<file path="src/rtl/dgf_pkg.sv">
`timescale 1ns/1ps
package dgf_pkg;

  localparam int ATTR_W = 7;

  typedef enum logic [2:0] {
    PIPE_FX  = 3'd0,
    PIPE_LS  = 3'd1,
    PIPE_VS1 = 3'd2,
    PIPE_VS2 = 3'd3,
    PIPE_CR  = 3'd4,
    PIPE_BR  = 3'd5
  } pipe_e;

  typedef struct packed {
    logic  br;
    pipe_e pipe;
    logic  fp;
    logic  xs;
    logic  sp4;
  } attr_t;

  // floating-point work headed for the first vector pipe: arms the port timer
  function automatic logic vs1_vfp(attr_t a);
    return (a.pipe == PIPE_VS1) && a.fp;
  endfunction

  // simple-vector work on the first vector pipe: blocked by the timer
  function automatic logic vs1_xs(attr_t a);
    return (a.pipe == PIPE_VS1) && a.xs;
  endfunction

  function automatic logic vs1_sp4(attr_t a);
    return (a.pipe == PIPE_VS1) && a.sp4;
  endfunction

  function automatic logic vs2_fp(attr_t a);
    return (a.pipe == PIPE_VS2) && a.fp;
  endfunction

  // true when a joins a group that already holds its forbidden partner
  function automatic logic pair_clash(attr_t a, logic have_sp4, logic have_v2fp);
    return (vs2_fp(a) && have_sp4) || (vs1_sp4(a) && have_v2fp);
  endfunction

endpackage

</file>
<file path="src/rtl/dgf_packer.sv">
`timescale 1ns/1ps
module dgf_packer
  import dgf_pkg::*;
#(
  parameter int NONBR_MAX = 4,
  parameter int BR_MAX    = 2,
  localparam int WIN      = NONBR_MAX + BR_MAX,
  localparam int CW       = $clog2(WIN + 1)
) (
  input  logic [WIN-1:0]        win_valid,
  input  logic [WIN*ATTR_W-1:0] win_attr,
  input  logic                  xs_block,
  output logic [WIN-1:0]        accept,
  output logic [CW-1:0]         take,
  output logic                  vfp_hit
);

  always_comb begin : pack_walk
    int    nb;
    int    bc;
    logic  halt;
    logic  seen_sp4;
    logic  seen_v2fp;
    logic  ok;
    attr_t a;
    nb        = 0;
    bc        = 0;
    halt      = 1'b0;
    seen_sp4  = 1'b0;
    seen_v2fp = 1'b0;
    accept    = '0;
    take      = '0;
    vfp_hit   = 1'b0;
    for (int i = 0; i < WIN; i++) begin
      a  = attr_t'(win_attr[i*ATTR_W +: ATTR_W]);
      ok = !halt && win_valid[i];
      if (a.br) ok = ok && (bc < BR_MAX);
      else      ok = ok && (nb < NONBR_MAX);
      ok = ok && !pair_clash(a, seen_sp4, seen_v2fp);
      ok = ok && !(xs_block && vs1_xs(a));
      if (ok) begin
        accept[i] = 1'b1;
        take      = take + CW'(1);
        if (a.br) bc = bc + 1;
        else      nb = nb + 1;
        seen_sp4  = seen_sp4  | vs1_sp4(a);
        seen_v2fp = seen_v2fp | vs2_fp(a);
        vfp_hit   = vfp_hit   | vs1_vfp(a);
        if (a.br && (bc == BR_MAX)) halt = 1'b1;
      end else begin
        halt = 1'b1;
      end
    end
  end

endmodule

</file>
<file path="src/rtl/dgf_hazard.sv">
`timescale 1ns/1ps
module dgf_hazard #(
  parameter int GAP = 5
) (
  input  logic clk,
  input  logic rst,
  input  logic vfp_issue,
  output logic xs_block
);

  generate
    if (GAP == 1) begin : g_one
      logic hit_q;
      always_ff @(posedge clk) begin
        if (rst) hit_q <= 1'b0;
        else     hit_q <= vfp_issue;
      end
      assign xs_block = hit_q;
    end else begin : g_chain
      logic [GAP-1:0] age_q;
      always_ff @(posedge clk) begin
        if (rst) age_q <= '0;
        else     age_q <= {age_q[GAP-2:0], vfp_issue};
      end
      assign xs_block = age_q[GAP-1];
    end
  endgenerate

endmodule

</file>
<file path="src/rtl/dgf_outreg.sv">
`timescale 1ns/1ps
module dgf_outreg #(
  parameter int WIN = 6,
  parameter int DW  = 15
) (
  input  logic              clk,
  input  logic              rst,
  input  logic              load,
  input  logic [WIN-1:0]    accept,
  input  logic [WIN*DW-1:0] win_desc,
  output logic [WIN-1:0]    slot_valid,
  output logic [WIN*DW-1:0] slot_desc
);

  generate
    for (genvar s = 0; s < WIN; s++) begin : g_slot
      logic          v_q;
      logic [DW-1:0] d_q;
      always_ff @(posedge clk) begin
        if (rst) begin
          v_q <= 1'b0;
          d_q <= '0;
        end else if (load) begin
          v_q <= accept[s];
          d_q <= accept[s] ? win_desc[s*DW +: DW] : '0;
        end
      end
      assign slot_valid[s]         = v_q;
      assign slot_desc[s*DW +: DW] = d_q;
    end
  endgenerate

endmodule

</file>
<file path="src/rtl/dispatch_group_former.sv">
`timescale 1ns/1ps
module dispatch_group_former
  import dgf_pkg::*;
#(
  parameter int NONBR_MAX = 4,
  parameter int BR_MAX    = 2,
  parameter int TAGW      = 8,
  parameter int HAZ_GAP   = 5,
  localparam int WIN      = NONBR_MAX + BR_MAX,
  localparam int DW       = TAGW + ATTR_W,
  localparam int CW       = $clog2(WIN + 1)
) (
  input  logic              clk,
  input  logic              rst,
  input  logic [WIN-1:0]    in_valid,
  input  logic [WIN*DW-1:0] in_desc,
  output logic [CW-1:0]     in_take,
  input  logic              out_ready,
  output logic              out_valid,
  output logic [WIN-1:0]    out_slot_valid,
  output logic [WIN*DW-1:0] out_desc
);

  logic [WIN*ATTR_W-1:0] win_attr;
  logic [WIN-1:0]        accept;
  logic [CW-1:0]         take;
  logic                  vfp_hit;
  logic                  xs_block;
  logic                  load;
  logic                  vfp_issue;

  generate
    for (genvar g = 0; g < WIN; g++) begin : g_attr
      assign win_attr[g*ATTR_W +: ATTR_W] = in_desc[g*DW + TAGW +: ATTR_W];
    end
  endgenerate

  assign out_valid = |out_slot_valid;
  assign load      = !out_valid || out_ready;
  assign in_take   = load ? take : '0;
  assign vfp_issue = load && vfp_hit;

  dgf_packer #(
    .NONBR_MAX (NONBR_MAX),
    .BR_MAX    (BR_MAX)
  ) u_pack (
    .win_valid (in_valid),
    .win_attr  (win_attr),
    .xs_block  (xs_block),
    .accept    (accept),
    .take      (take),
    .vfp_hit   (vfp_hit)
  );

  dgf_hazard #(
    .GAP (HAZ_GAP)
  ) u_haz (
    .clk       (clk),
    .rst       (rst),
    .vfp_issue (vfp_issue),
    .xs_block  (xs_block)
  );

  dgf_outreg #(
    .WIN (WIN),
    .DW  (DW)
  ) u_out (
    .clk        (clk),
    .rst        (rst),
    .load       (load),
    .accept     (accept),
    .win_desc   (in_desc),
    .slot_valid (out_slot_valid),
    .slot_desc  (out_desc)
  );

endmodule

</file>
<file path="config.mk">
export PLATFORM = sky130hd
export DESIGN_NAME = dispatch_group_former
export DESIGN_NICKNAME = d
export VERILOG_FILES = /design/src/rtl/dgf_pkg.sv /design/src/rtl/dgf_packer.sv /design/src/rtl/dgf_hazard.sv /design/src/rtl/dgf_outreg.sv /design/src/rtl/dispatch_group_former.sv
export SDC_FILE = /design/constraint.sdc
export NUM_CORES = 1
export LEC_CHECK = 0
export BUFFER_PORTS_ARGS = -buffer_cell sky130_fd_sc_hd__buf_4
export CELL_PAD_IN_SITES_DETAIL_PLACEMENT = 1
export CELL_PAD_IN_SITES_GLOBAL_PLACEMENT = 2
export CORE_ASPECT_RATIO = 0.9
export CORE_MARGIN = 5
export CORE_UTILIZATION = 28
export CTS_CLUSTER_DIAMETER = 100
export CTS_CLUSTER_SIZE = 20
export DETAILED_ROUTE_END_ITERATION = 7
export PLACE_DENSITY_LB_ADDON = 0.1
export SLEW_MARGIN = 20
export SYNTH_ARGS = -nofsm -noshare
export SYNTH_HDL_FRONTEND = slang
export SYNTH_SLANG_ARGS = --single-unit
export TNS_END_PERCENT = 20
</file>
<file path="constraint.sdc">
create_clock -name clk -period 8.43 [get_ports clk]
set_input_delay 1.2645 -clock clk [delete_from_list [all_inputs] [get_ports clk]]
set_output_delay 1.2645 -clock clk [all_outputs]
set_load 0.02 [all_outputs]
</file>
Yosys cells after proc, flatten, opt, wreduce, memory -nomap -nowiden --
Cells that the tools add are included.
Word-level totals: word-level logic and storage cells 237, register bits 101
Cells by class: $add $sub $neg 13, magnitude comparators 10, bitwise logic cells 13, reductions and logical operators 96, equality and inequality tests 17, muxes and demuxes 75
Operators by type and width (count):
- 32-bit 2-to-1 mux | 22
- 32-bit by 2-bit adder with 32-bit output, second input constant | 8
- 32-bit by 3-bit equality test with 1-bit output, second input constant | 5
- 32-bit by 3-bit less-than comparator with 1-bit output, second input constant | 5
- 32-bit by 4-bit less-than comparator with 1-bit output, second input constant | 5
- 15-bit 2-to-1 mux | 6
- 1-bit logical AND | 72
- 1-bit 2-to-1 mux | 41
- 3-bit by 2-bit equality test with 1-bit output, second input constant | 12
- 3-bit 2-to-1 mux | 6
- 1-bit logical NOT | 17
- 3-bit by 1-bit adder with 3-bit output, second input constant | 5
- 1-bit bitwise OR | 13
- 1-bit logical OR | 6
- 6-bit OR reduction | 1

Longest topological paths before layout --
depth in word-level cells 62, depth in mapped cells 31, gate-level depth less buffers 27

Cells and area by module --
Synthesis repeated with hierarchy kept, for this count alone.
Unflattened totals: cell total of the unflattened synthesis 655, area, all modules 5904.4 um2
Modules (own cells, without submodules):
- dgf_outreg | times used 1, cells each 427, area an instance 4113.9 um2
- dgf_packer | times used 1, cells each 201, area an instance 1564.0 um2
- dgf_hazard | times used 1, cells each 10, area an instance 131.4 um2
- dispatch_group_former | times used 1, cells each 17, area an instance 95.1 um2

Least setup slack after synthesis --
No wires, ideal clock.
kind input to output, from input port in_desc[11], to output port in_take[2], path buffers 3, required time 7.166 ns, cell stages on the path 26, arrival time 6.783 ns, slack 0.382 ns, cell sequence or3b_1 > o21ai_1 > inv_1 > nand2_1 > inv_1 > ha_1 > a21boi_0 > o211a_1 > a21boi_0 > o21a_1 > or2_1 > clkbuf_1 > ha_1 > and2_1 > clkbuf_1 > a41oi_1 > o21ai_0 > o311a_1 > or4_4 > buf_6 > mux2_4 > ha_1 > and3_1 > o211ai_1 > mux2i_1 > mux2i_1
Between the ends: cells in the longest elaborated chain, start to end 42
Ends and longest elaborated chain:
- start, declared | line dispatch_group_former.sv:16 | input logic [WIN*DW-1:0] in_desc,
- parallel branches: the longest is 40 deep, another holds 32-bit by 4-bit less-than comparator with 1-bit output
- 3-bit 2-to-1 mux (*) | line dgf_packer.sv:41 | if (ok) begin
- 3-bit 2-to-1 mux (*) | line dispatch_group_former.sv:40 | assign in_take = load ? take : '0;
- end, declared | line dispatch_group_former.sv:17 | output logic [CW-1:0] in_take,
Every way passes the cells marked *. The select of a mux whose other input is x is not followed.

Final worst setup path --
from input port in_desc[11], to output port in_take[0]
Same word-level chain as after synthesis.

==> impl_metrics.ini <==
[setup_path]
reg2reg_from = u_haz.g_chain.age_q[4]
slowest_stage = or3b_1
endpoint_kind = output port
critPathKind = primary input to output port
startpoint_type = primary input
reg2reg_slack_ps = 2320
critPathMaxStageDelay_ps = 390
arrival_ps = 6810
required_ps = 7170
r2r_end = u_out.g_slot[5].d_q[7]
crit_fanout = 7
crit_buf_inv = 4
rr_worst_depth = 26
cp_top_family = compound AO/OA/AOI/OAI gates
path_common_cell = ha_1

[die]
std_cell_rows = 44
coreArea_mm2 = 0.01624
floorplan.die.width_um = 145.9
die-height_um = 132.3
io_pins = 199
start_util_pct = 28.66
dieArea_mm2 = 0.01931

[synthesis]
synth.mux.area_fraction_pct = 1.452
synth-edff-count = 0
ys_seq_area_share_pct = 43.44
synthCells = 478
synth_compound_area_share_pct = 28.33
synth.avg_cell_area_um2 = 9.737
synthArstFlopShare_pct = 0
synth.distinct_cells = 75
netlist_area_mm2 = 0.004654
synth_seq_cells = 101
ys.flop_type = dfxtp_1
syn_nets = 590
synth_fa_ha_area_share_pct = 3.495
synthSimpleGateAreaFrac_pct = 16.96
synth_top_family_by_area = compound AO/OA/AOI/OAI gates
synthXorXnorAreaFrac_pct = 1.694
yosys_warnings = 0

[worst_hold_path]
min_from = u_haz.g_chain.age_q[2]
min_to = u_haz.g_chain.age_q[3]
hold_path_class = register to register
min_path_cells = 1

[final_layout]
area_delta_synth_final_pct = 44.33
utilization_pct = 41.36
final_area_mm2 = 0.006718
multiInputGateArea_mm2 = 0.002450
final_nets = 782
antenna_cells = 0
drive_above_1_share_pct = 37.33
final_common_cell = buf_4
fin_cells = 882
fillerInstances = 1871
final_cell_mix = 211 x buf_4, 101 x dfxtp_1, 87 x a22o_1
seq_area_mm2 = 0.002022

[place]
place_area_mm2 = 0.006305
pre_cts_slack_ps = 186.0
portBuffers = 198
dp_hpwl_um = 13530
gp_congestion = 0.8290
post-place-cells = 859

[detailed_routing]
drt_pass1_iterations = 4
drc = 0
detail-route-antenna-nets = 0
drt-wirelength-per-cell_um = 19.74
drt_iter0_drc = 205
via_per_inst = 5.169
routed_wl_um = 17410
vias = 4559

[global_route]
grt_max_degree = 48
grt_pass1_vias = 4835
gr-usage-all-layers_pct = 17.63
grt_first_pass_wirelength_um = 27500
antenna_found_initial = 0
overflow = 0

[clock_network]
clk_path_buf_depth = 2
cts_tree = done
numCtsBuffers = 9
cts.reportedPaths.clkPinSlew_ps = 70
cts.htree.levels = 3
cts.sinks = 101
clk_latency_ps = 360
hold_buffers = 0
ctsRootBufferMaster = clkbuf_16

[sta]
fmax_mhz = 123.9
rsz0062_at_grt = false
hold_viol = 0
fin_skew_ps = 5.669
tightest_slew_ps = 996.7
slew-limit-headroom_pct = 33.31
fin_crit_sh_pct = 95.74
setup_ws_ps = 359.4
setup_viol_count_final = 0
fin_crit_ps = 8071
finalSetupTns_ps = 0
drv_slew = 0

[power]
p_leak_nw = 3.027
vdd.ir_drop.worst_v = 0.00008690
powerDensity_mw_per_mm2 = 162.3

[run_status]
status = finished, final reports clean

[flow_run]
maxCapViolCount = 0
worst reg2reg max path: cells and delay by family (launching register included):
kind / cells / cell delay [ps]
compound gates: 11 / 2270
xor+xnor: 2 / 300
flops: 1 / 590
buf+inv: 2 / 180
fa+ha+maj: 3 / 730
simple gates: 8 / 1960
power breakdown:
group / internal, mW / switching (mW)
clock: 0.244 / 0.199
sequential: 0.485 / 0.00472
combinational: 0.0716 / 0.0861
worst max-delay path by stage:
stage	endpoint	cells after the start	from	slack [ps]
5_1_grt	in_take[1]	28	in_desc[11]	20
6_report	in_take[0]	28	in_desc[11]	360
2_1_floorplan	in_take[2]	26	in_desc[11]	380
3_5_place_dp	in_take[1]	28	in_desc[11]	190
4_1_cts	in_take[2]	25	in_desc[11]	110
3_3_place_gp	in_take[2]	25	in_desc[11]	270
logic make-up (layout without fill, tap and decap cells):
logic type,after synthesis,count (layout)
DFF,101,101
muxes,6,6
and+or+nand+nor,142,142
adders and majority gates,13,13
xor gates and xnor gates,9,9
buffers and inverters,47,244
AOI/OAI and AO/OA,160,160
per-stage QoR:
step           hold slack, ps  total power [mW]
3_3_place_gp            418.0            0.6517
6_report                440.7             1.091
5_1_grt                 458.6             1.141
2_1_floorplan           413.8            0.5733
3_5_place_dp            425.5            0.6543
4_1_cts                 441.1             1.105
cell type report:
| class | count | area share, % |
|---|---|---|
| timing repair buffer | 212 | 23.99 |
| tap | 207 | 3.855 |
| clock inverter | 6 | 1.136 |
| clock buffer | 10 | 3.557 |
| sequential | 101 | 30.10 |
| inverter | 16 | 0.8940 |
| multi-input combinational | 330 | 36.47 |
cells in the mapped netlist, types with 2 or more instances:
cell | n | area [um2]
a31oi_1 | 3 | 18.77
a21oi_1 | 11 | 55.05
clkbuf_1 | 21 | 78.83
nor2_1 | 24 | 90.09
mux2_2 | 2 | 22.52
o21a_1 | 2 | 15.01
nand3b_1 | 2 | 15.01
nor2b_1 | 10 | 62.56
or3_1 | 3 | 18.77
o211ai_1 | 3 | 22.52
a211oi_1 | 3 | 22.52
a41oi_1 | 2 | 17.52
nand2_2 | 2 | 12.51
nand4b_1 | 4 | 35.03
o22ai_1 | 3 | 18.77
a21boi_0 | 2 | 15.01
nor3b_1 | 2 | 15.01
o21ai_1 | 2 | 10.01
nor2_2 | 2 | 12.51
ha_1 | 13 | 162.7
dfxtp_1 | 101 | 2022
a211o_1 | 2 | 17.52
nor4_1 | 2 | 12.51
a22o_1 | 87 | 762.0
buf_4 | 8 | 60.06
nand2b_1 | 6 | 37.54
nand4_1 | 6 | 37.54
o311ai_0 | 2 | 17.52
inv_1 | 15 | 56.30
nand3_1 | 18 | 90.09
and3_1 | 5 | 31.28
xnor2_1 | 6 | 52.55
mux2i_1 | 3 | 30.03
and2_1 | 2 | 12.51
a21o_1 | 4 | 30.03
o2111ai_1 | 3 | 26.28
nor3_1 | 5 | 25.02
o21ai_0 | 14 | 70.07
xor2_1 | 3 | 26.28
nand2_1 | 35 | 131.4
state kept, by name (all words and copies together) (netlist names):
register	cells
u_haz.g_chain.age_q	5
u_out.g_slot.d_q	90
u_out.g_slot.v_q	6
what timing repair did:
item                                    CTS  global route
hold endpoints to repair                  0             0
gates resized for setup                   0             6
buffers inserted                          0             6
endpoints found under the setup margin    0             3
metal layers:
layer | GRT usage (%) | wire (um)
met1 | 23.25 | 8078
met2 | 28.73 | 8154
met3 | 4.263 | 937
met4 | 5.116 | 242
met5 | 0 | 0
Power figures use the tool's default switching activity.
